==> src/rtl/pcm_tx_pkg.sv <==
package pcm_tx_pkg;
  typedef enum logic {
    LAYOUT_SPLIT = 1'b0,
    LAYOUT_CHAIN = 1'b1
  } layout_e;
endpackage

==> src/rtl/pcm_tx_framer.sv <==
module pcm_tx_framer
  import pcm_tx_pkg::*;
#(
  parameter int NCH = 3,
  parameter int SW  = 8
) (
  input  logic    clk,
  input  logic    rst_n,
  input  logic    sync_in,
  input  logic    pwr_on,
  input  logic    chain_req,
  output logic    frame_start,
  output logic    active,
  output layout_e layout_q
);
  localparam int MAXB = NCH * SW;
  localparam int CW   = $clog2(MAXB);

  logic          sync_q;
  logic [CW-1:0] idx;
  logic [CW-1:0] last_idx;

  assign frame_start = pwr_on & sync_in & ~sync_q;

  always_comb begin
    if (layout_q == LAYOUT_CHAIN) last_idx = CW'(MAXB - 1);
    else                          last_idx = CW'(SW - 1);
  end

  always_ff @(posedge clk or negedge rst_n) begin
    if (!rst_n) begin
      sync_q   <= 1'b0;
      active   <= 1'b0;
      idx      <= '0;
      layout_q <= LAYOUT_SPLIT;
    end else begin
      sync_q <= sync_in;
      if (!pwr_on) begin
        active <= 1'b0;
        idx    <= '0;
      end else if (frame_start) begin
        active   <= 1'b1;
        idx      <= '0;
        layout_q <= chain_req ? LAYOUT_CHAIN : LAYOUT_SPLIT;
      end else if (active) begin
        if (idx == last_idx) begin
          active <= 1'b0;
          idx    <= '0;
        end else begin
          idx <= idx + 1'b1;
        end
      end
    end
  end
endmodule

==> src/rtl/pcm_tx_stage.sv <==
module pcm_tx_stage #(
  parameter int          NCH  = 3,
  parameter int          SW   = 8,
  parameter logic [7:0]  FILL = 8'hFF
) (
  input  logic               clk,
  input  logic               rst_n,
  input  logic               in_valid,
  output logic               in_ready,
  input  logic [NCH*SW-1:0]  in_data,
  input  logic               take,
  input  logic [NCH-1:0]     ch_en,
  output logic [NCH*SW-1:0]  frame_bytes
);
  localparam int TW = NCH * SW;

  logic          full;
  logic [TW-1:0] held;
  logic [TW-1:0] last_sent;
  logic [TW-1:0] src;

  assign in_ready = ~full;
  assign src      = full ? held : last_sent;

  for (genvar c = 0; c < NCH; c++) begin : g_sel
    assign frame_bytes[c*SW +: SW] = ch_en[c] ? src[c*SW +: SW] : SW'(FILL);
  end

  always_ff @(posedge clk or negedge rst_n) begin
    if (!rst_n) begin
      full      <= 1'b0;
      held      <= '0;
      last_sent <= '1;
    end else begin
      if (take) begin
        last_sent <= src;
      end
      if (in_valid && in_ready) begin
        full <= 1'b1;
        held <= in_data;
      end else if (take) begin
        full <= 1'b0;
      end
    end
  end
endmodule

==> src/rtl/pcm_tx_lane.sv <==
module pcm_tx_lane #(
  parameter int LW = 8
) (
  input  logic          clk,
  input  logic          rst_n,
  input  logic          load,
  input  logic          shift,
  input  logic [LW-1:0] word,
  output logic          bit_o
);
  logic [LW-1:0] sr;

  assign bit_o = sr[LW-1];

  always_ff @(posedge clk or negedge rst_n) begin
    if (!rst_n)     sr <= '1;
    else if (load)  sr <= word;
    else if (shift) sr <= {sr[LW-2:0], 1'b1};
  end
endmodule

==> src/rtl/pcm_tx_serializer.sv <==
module pcm_tx_serializer
  import pcm_tx_pkg::*;
#(
  parameter int         NCH  = 3,
  parameter int         SW   = 8,
  parameter logic [7:0] FILL = 8'hFF
) (
  input  logic              bit_clk,
  input  logic              rst_n,
  input  logic              frame_sync,
  input  logic              chain_mode,
  input  logic              pwr_on,
  input  logic [NCH-1:0]    ch_en,
  input  logic              smp_valid,
  output logic              smp_ready,
  input  logic [NCH*SW-1:0] smp_data,
  output logic [NCH-1:0]    tx_d,
  output logic [NCH-1:0]    tx_oe
);
  localparam int MAXB = NCH * SW;

  logic            frame_start;
  logic            active;
  layout_e         layout_q;
  logic [MAXB-1:0] frame_bytes;
  logic [MAXB-1:0] chain_word;
  logic [MAXB-1:0] split_word;
  logic [NCH-1:0]  lane_bit;
  logic            shift_en;

  pcm_tx_framer #(.NCH(NCH), .SW(SW)) u_framer (
    .clk        (bit_clk),
    .rst_n      (rst_n),
    .sync_in    (frame_sync),
    .pwr_on     (pwr_on),
    .chain_req  (chain_mode),
    .frame_start(frame_start),
    .active     (active),
    .layout_q   (layout_q)
  );

  pcm_tx_stage #(.NCH(NCH), .SW(SW), .FILL(FILL)) u_stage (
    .clk        (bit_clk),
    .rst_n      (rst_n),
    .in_valid   (smp_valid),
    .in_ready   (smp_ready),
    .in_data    (smp_data),
    .take       (frame_start),
    .ch_en      (ch_en),
    .frame_bytes(frame_bytes)
  );

  // channel 0 occupies the top byte so it leaves first
  always_comb begin
    for (int c = 0; c < NCH; c++) begin
      chain_word[(NCH-c)*SW-1 -: SW] = frame_bytes[c*SW +: SW];
    end
    split_word = {frame_bytes[SW-1:0], {(MAXB-SW){1'b1}}};
  end

  assign shift_en = active & ~frame_start;

  for (genvar c = 0; c < NCH; c++) begin : g_lane
    if (c == 0) begin : g_wide
      pcm_tx_lane #(.LW(MAXB)) u_lane (
        .clk  (bit_clk),
        .rst_n(rst_n),
        .load (frame_start),
        .shift(shift_en),
        .word (chain_mode ? chain_word : split_word),
        .bit_o(lane_bit[c])
      );
      assign tx_oe[c] = active;
    end else begin : g_narrow
      pcm_tx_lane #(.LW(SW)) u_lane (
        .clk  (bit_clk),
        .rst_n(rst_n),
        .load (frame_start),
        .shift(shift_en),
        .word (frame_bytes[c*SW +: SW]),
        .bit_o(lane_bit[c])
      );
      assign tx_oe[c] = active & (layout_q == LAYOUT_SPLIT);
    end
    assign tx_d[c] = tx_oe[c] ? lane_bit[c] : 1'b1;
  end
endmodule

==> config.mk <==
export PLATFORM = sky130hd
export DESIGN_NAME = pcm_tx_serializer
export DESIGN_NICKNAME = d
export VERILOG_FILES = /design/src/rtl/pcm_tx_pkg.sv /design/src/rtl/pcm_tx_framer.sv /design/src/rtl/pcm_tx_stage.sv /design/src/rtl/pcm_tx_lane.sv /design/src/rtl/pcm_tx_serializer.sv
export SDC_FILE = /design/constraint.sdc
export NUM_CORES = 1
export LEC_CHECK = 0
export BUFFER_PORTS_ARGS = -buffer_cell sky130_fd_sc_hd__buf_2
export CORE_ASPECT_RATIO = 0.75
export CORE_MARGIN = 2
export CORE_UTILIZATION = 35
export DETAILED_ROUTE_END_ITERATION = 12
export GPL_ROUTABILITY_DRIVEN = 0
export PLACE_DENSITY = 0.63
export SETUP_SLACK_MARGIN = 0.15
export SYNTH_ARGS = -nofsm -noshare
export SYNTH_HDL_FRONTEND = slang
export SYNTH_SLANG_ARGS = --single-unit
export TNS_END_PERCENT = 100
==> constraint.sdc <==
create_clock -name bit_clk -period 1.9 [get_ports bit_clk]
set_input_delay 0.285 -clock bit_clk [delete_from_list [all_inputs] [get_ports bit_clk]]
set_output_delay 0.285 -clock bit_clk [all_outputs]
set_load 0.05 [all_outputs]
# Word level (Yosys, flattened, before mapping)
# Cells that the tools add are included.
[word_totals] reg_bits=97 wordCells=51 out_inout_bits=7 in_bits=33
[classes] n_addsub=1 eq_ne=2 n_mux=26 n_reduce_logical=4 bitwise_logic=8
[ops] op="24-bit two-way mux" count=3
[ops] op="8-bit two-way mux" count=7
[ops] op="5-bit two-way mux" count=5
[ops] op="16-bit two-way mux" count=1
[ops] op="1-bit two-way mux" count=10
[ops] op="5-bit by 1-bit adder with 5-bit output, second input constant" count=1
[ops] op="5-bit equality test" count=1
[ops] op="1-bit AND" count=4
[ops] op="1-bit NOT" count=4
[ops] op="2-bit nonzero test" count=2
[ops] op="3-bit by 1-bit != test with 1-bit output, second input constant" count=1
[ops] op="2-bit AND reduction" count=1
[ops] op="1-bit logical AND" count=1

# Depth between registers and ports, before layout
[logic_depth] depth_word=6 ltp_mapped=5 mapped_depth_nobuf=4

# By module
# Synthesis repeated with hierarchy kept, for this count alone.
[hier_totals] hier_cells=391 hier_area_um2=4767.1
[by_module_without_submodules] module="pcm_tx_stage" seq_area_each_um2=1256.2 instances=1 cells_per_inst=160 area_each_um2=2307.2
[by_module_without_submodules] module="pcm_tx_lane (g_lane[0].g_wide.u_lane)" seq_area_each_um2=630.6 instances=1 cells_per_inst=104 area_each_um2=1151.1
[by_module_without_submodules] module="pcm_tx_lane (g_lane[1].g_narrow.u_lane ...)" seq_area_each_um2=210.2 instances=2 cells_per_inst=34 area_each_um2=376.6
[by_module_without_submodules] module="pcm_tx_framer" seq_area_each_um2=200.2 instances=1 cells_per_inst=35 area_each_um2=395.4
[by_module_without_submodules] module="pcm_tx_serializer" seq_area_each_um2=0.0 instances=1 cells_per_inst=24 area_each_um2=160.2

# Worst setup path after synthesis
# Ideal clock, no wire load.
[synth_path] path_kind="register to output" from="register u_framer.active" to="output tx_d[1]" n_path_buf=2 path_stages_with_launch=5 setup_slack_ps=-383 t_arrival_ps=1998 required_time_ps=1615 path_cell_list="dfrtp_1 buf_4 buf_4 nor2b_1 nand2b_1"
[synth_between] elab_chain_cells=2
[synth_lines] item="from (decl)" line_no="pcm_tx_framer.sv:13" text="output logic active,"
[synth_lines] item="from (signal assigned)" line_no="pcm_tx_framer.sv:33" text="active <= 1'b0;"
[synth_lines] item="from (signal assigned)" line_no="pcm_tx_framer.sv:39" text="active <= 1'b0;"
[synth_lines] item="from (signal assigned)" line_no="pcm_tx_framer.sv:42" text="active <= 1'b1;"
[synth_lines] item="1-bit AND" line_no="pcm_tx_serializer.sv:83" text="assign tx_oe[c] = active & (layout_q == LAYOUT_SPLIT);"
[synth_lines] item="via tx_oe[1]" line_no="pcm_tx_serializer.sv:18" text="output logic [NCH-1:0] tx_oe"
[synth_lines] item="1-bit two-way mux" line_no="pcm_tx_serializer.sv:85" text="assign tx_d[c] = tx_oe[c] ? lane_bit[c] : 1'b1;"
[synth_lines] item="to (decl)" line_no="pcm_tx_serializer.sv:17" text="output logic [NCH-1:0] tx_d,"
# The timed path passes the listed nets, and every way through them passes these cells.

# Worst setup path in the final report
[layout_path] from="register u_framer.active" to="output tx_d[1]"
[layout_between] elab_chain_cells=2
[layout_lines] item="1-bit AND" line_no="pcm_tx_serializer.sv:83"
[layout_lines] item="1-bit two-way mux" line_no="pcm_tx_serializer.sv:85"
# No other way between the ends.

==> out/qor.yml <==
nets: 434
die_y_um: 102
ir_drop_v: 0.000579
crit_type: "reg2out"
antennaDiodeCount: 0
rsz0062_at_grt: "no"
grt_pass1_wl_mm: 14.7
ys_top_cells_by_area: "dfstp_2 38%, dfrtp_1 18%, mux2i_1 8.7%, mux2_2 5.3%, a211oi_1 3.9%"
die_w_um: 134
tightest_slew_ns: 0.444
relSlewSlack: 0.696
grt_pass1_vias: 2825
overflow: 0
cts-root-buf: "clkbuf_16"
synthArstFlopShare: 1.00
yosysWarningCount: 0
arrival_ns: 1.37
cts_tree: "built"
clock_latency_ns: 0.34
yosys_register_bits: 97
synthAdderAreaFrac: 0.00280
drtIter0Drc: 168
setup-tns-final_ns: 0
synth_compound_area_frac: 0.142
clock_sinks: 97
crit_required_ns: 1.62
clkTransAtPathRegs_ns: 0.06
finalCriticalPeriod_ns: 1.65
synthCells: 368
p_leak_nw: 2.12
post-route-period-util: 0.870
max_freq_mhz: 605
dp_hpwl_mm: 6.13
grt_max_degree: 40
synth_xor_area_frac: 0.00588
wl_mm: 8.90
vias: 2851
die_area_um2: 13700
ys_types: 37
cts_max_level: 3
synth_area_per_cell_um2: 12.1
drc_errors: 0
area_delta_synth_final_pct: 14.9
hold_ws_ns: 0.0934
synthMuxAreaShare: 0.150
synth-edff-count: 0
startpoint_type: "flip-flop"
track_usage: 0.138
grt_antenna_before_repair: 0
wl_per_cell_um: 15.6
yosysTopAreaCellShare: 0.376
final.fill_count: 1171
hold_viol_final: 0
min_path_type: "in2reg"
synth_fp_nets: 402
yosys.area_share.simple: 0.0899
critPathMaxFanout: 11
cp_top_family: "flip-flops"
cts_buffer_depth: 2
synth_top_family_by_area: "multiplexers"
numPortBuffers: 39
endpoint_kind: "output pin"
initial_core_util: 0.361
maxCapViolCount: 0
post_drt_via_cell_ratio: 4.99
setup_viol: 0
yosysTopAreaCell: "dfstp_2"
numCtsBuffers: 9
drive_gt1_frac: 0.405
slew_viol_final: 0
ant_nets: 0
worst-path-buf-inv: 1
core_um2: 12400
synth_ff_type: "dfstp_2"
status: "finished clean"
synth_area_um2: 4470
r2r_setup_slack_ns: 0.47
drt-pass1-iter-count: 4
worst_clock_skew_ns: 0.00550
powerDensity_nw_per_um2: 1430
slowest_stage: "dfrtp_4"
worstPathCellList: "nor2b_4 > nand2b_1 > buf_2"
num_rows: 35
io_pins: 40
seq_area_frac_synth: 0.561
slowest_delay_ns: 0.55
## metal layers
layer,vias to the layer above,wire length [µm],global-route usage
li1,1393,-,-
met1,1405,4680,0.205
met2,48,3840,0.201
met3,5,323,0.0367
met4,0,51,0.0364
met5,-,0,0
## cell usage in the layout, fill, tap and decap left out, types with 5 or more instances in the layout
cell type	instances
o21ai_0	25
buf_4	10
a31oi_1	24
a22oi_1	7
a22oi_2	7
clkbuf_16	9
mux2i_1	39
nand2_1	32
nor2b_1	23
mux2_2	21
a211oi_1	23
nand2b_1	5
dfrtp_1	32
buf_2	37
dfstp_2	64
## registers in the layout (all words and copies together), names as in the netlist
name,cells
u_stage.last_sent,24
u_framer.idx,5
u_stage.held,24
u_framer.layout_q,1
g_lane.g_narrow.u_lane.sr,16
u_framer.active,1
g_lane.g_wide.u_lane.sr,24
u_stage.full,1
u_framer.sync_q,1
## cell usage after synthesis, types with 5 or more instances
library cell / count
mux2i_1: 39
dfrtp_1: 33
buf_4: 8
o21ai_0: 25
a22oi_2: 7
nand2b_1: 5
mux2_2: 21
a211oi_1: 23
a22oi_1: 7
buf_6: 6
buf_2: 11
nand2_1: 32
nor2b_1: 25
a31oi_1: 24
clkbuf_1: 5
dfstp_2: 64
## cell type report
class                      count  area (µm²)  area share
clock buffer                  12         246      0.0480
multi-input combinational    237        1760       0.342
inverter                       1        3.75    0.000731
clock inverter                 4        45.0     0.00877
sequential                    97        2510       0.489
timing repair buffer          54         365      0.0712
tap                          166         208      0.0404
## path summary, 6_finish.rpt
check / cells past startpoint / start / endpoint
min in group asynchronous: 2 / rst_n / u_framer.idx[2]
max in group asynchronous: 3 / rst_n / g_lane[0].g_wide.u_lane.sr[22]
worst min register to register: 2 / u_stage.last_sent[4] / u_stage.last_sent[4]
worst max-delay path: 3 / u_framer.active / tx_d[1]
worst max register to register: 3 / u_stage.full / g_lane[0].g_wide.u_lane.sr[6]
worst min-delay path: 1 / frame_sync / u_framer.sync_q
## power by group
part | switching, mW | total [mW] | internal (mW)
Clock | 0.725 | 1.78 | 1.05
Combinational | 1.03 | 1.94 | 0.905
Sequential | 0.449 | 3.61 | 3.16
Total | 2.20 | 7.32 | 5.12
## stage by stage
stage                     setup WS [ns]  cells  power [mW]  utilization  cell area [µm²]
after detailed placement          0.433    553        5.58        0.389             4820
after global placement            0.492    553        5.50        0.389             4820
after CTS                         0.167    570        7.39        0.414             5120
after floorplan                   0.249    368        5.00            -             4480
final                             0.247    571        7.32        0.414             5130
after global routing              0.203    571        7.80        0.414             5130
## cells by family after synthesis
group,Yosys count
muxes,64
adders and majority gates,1
AOI/OAI and AO/OA,92
buffers and inverters,34
xor gates and xnor gates,3
and+or+nand+nor,77
DFF,97
## repair_timing
action / 4_1_cts / 5_1_grt
hold buffers: 1 / 0
endpoints found under the hold margin: 11 / 0
setup buffers: 0 / 1
setup endpoints to repair: 3 / 1
resized for setup: 1 / 1
No activity file was read; power rests on OpenSTA's default activity.
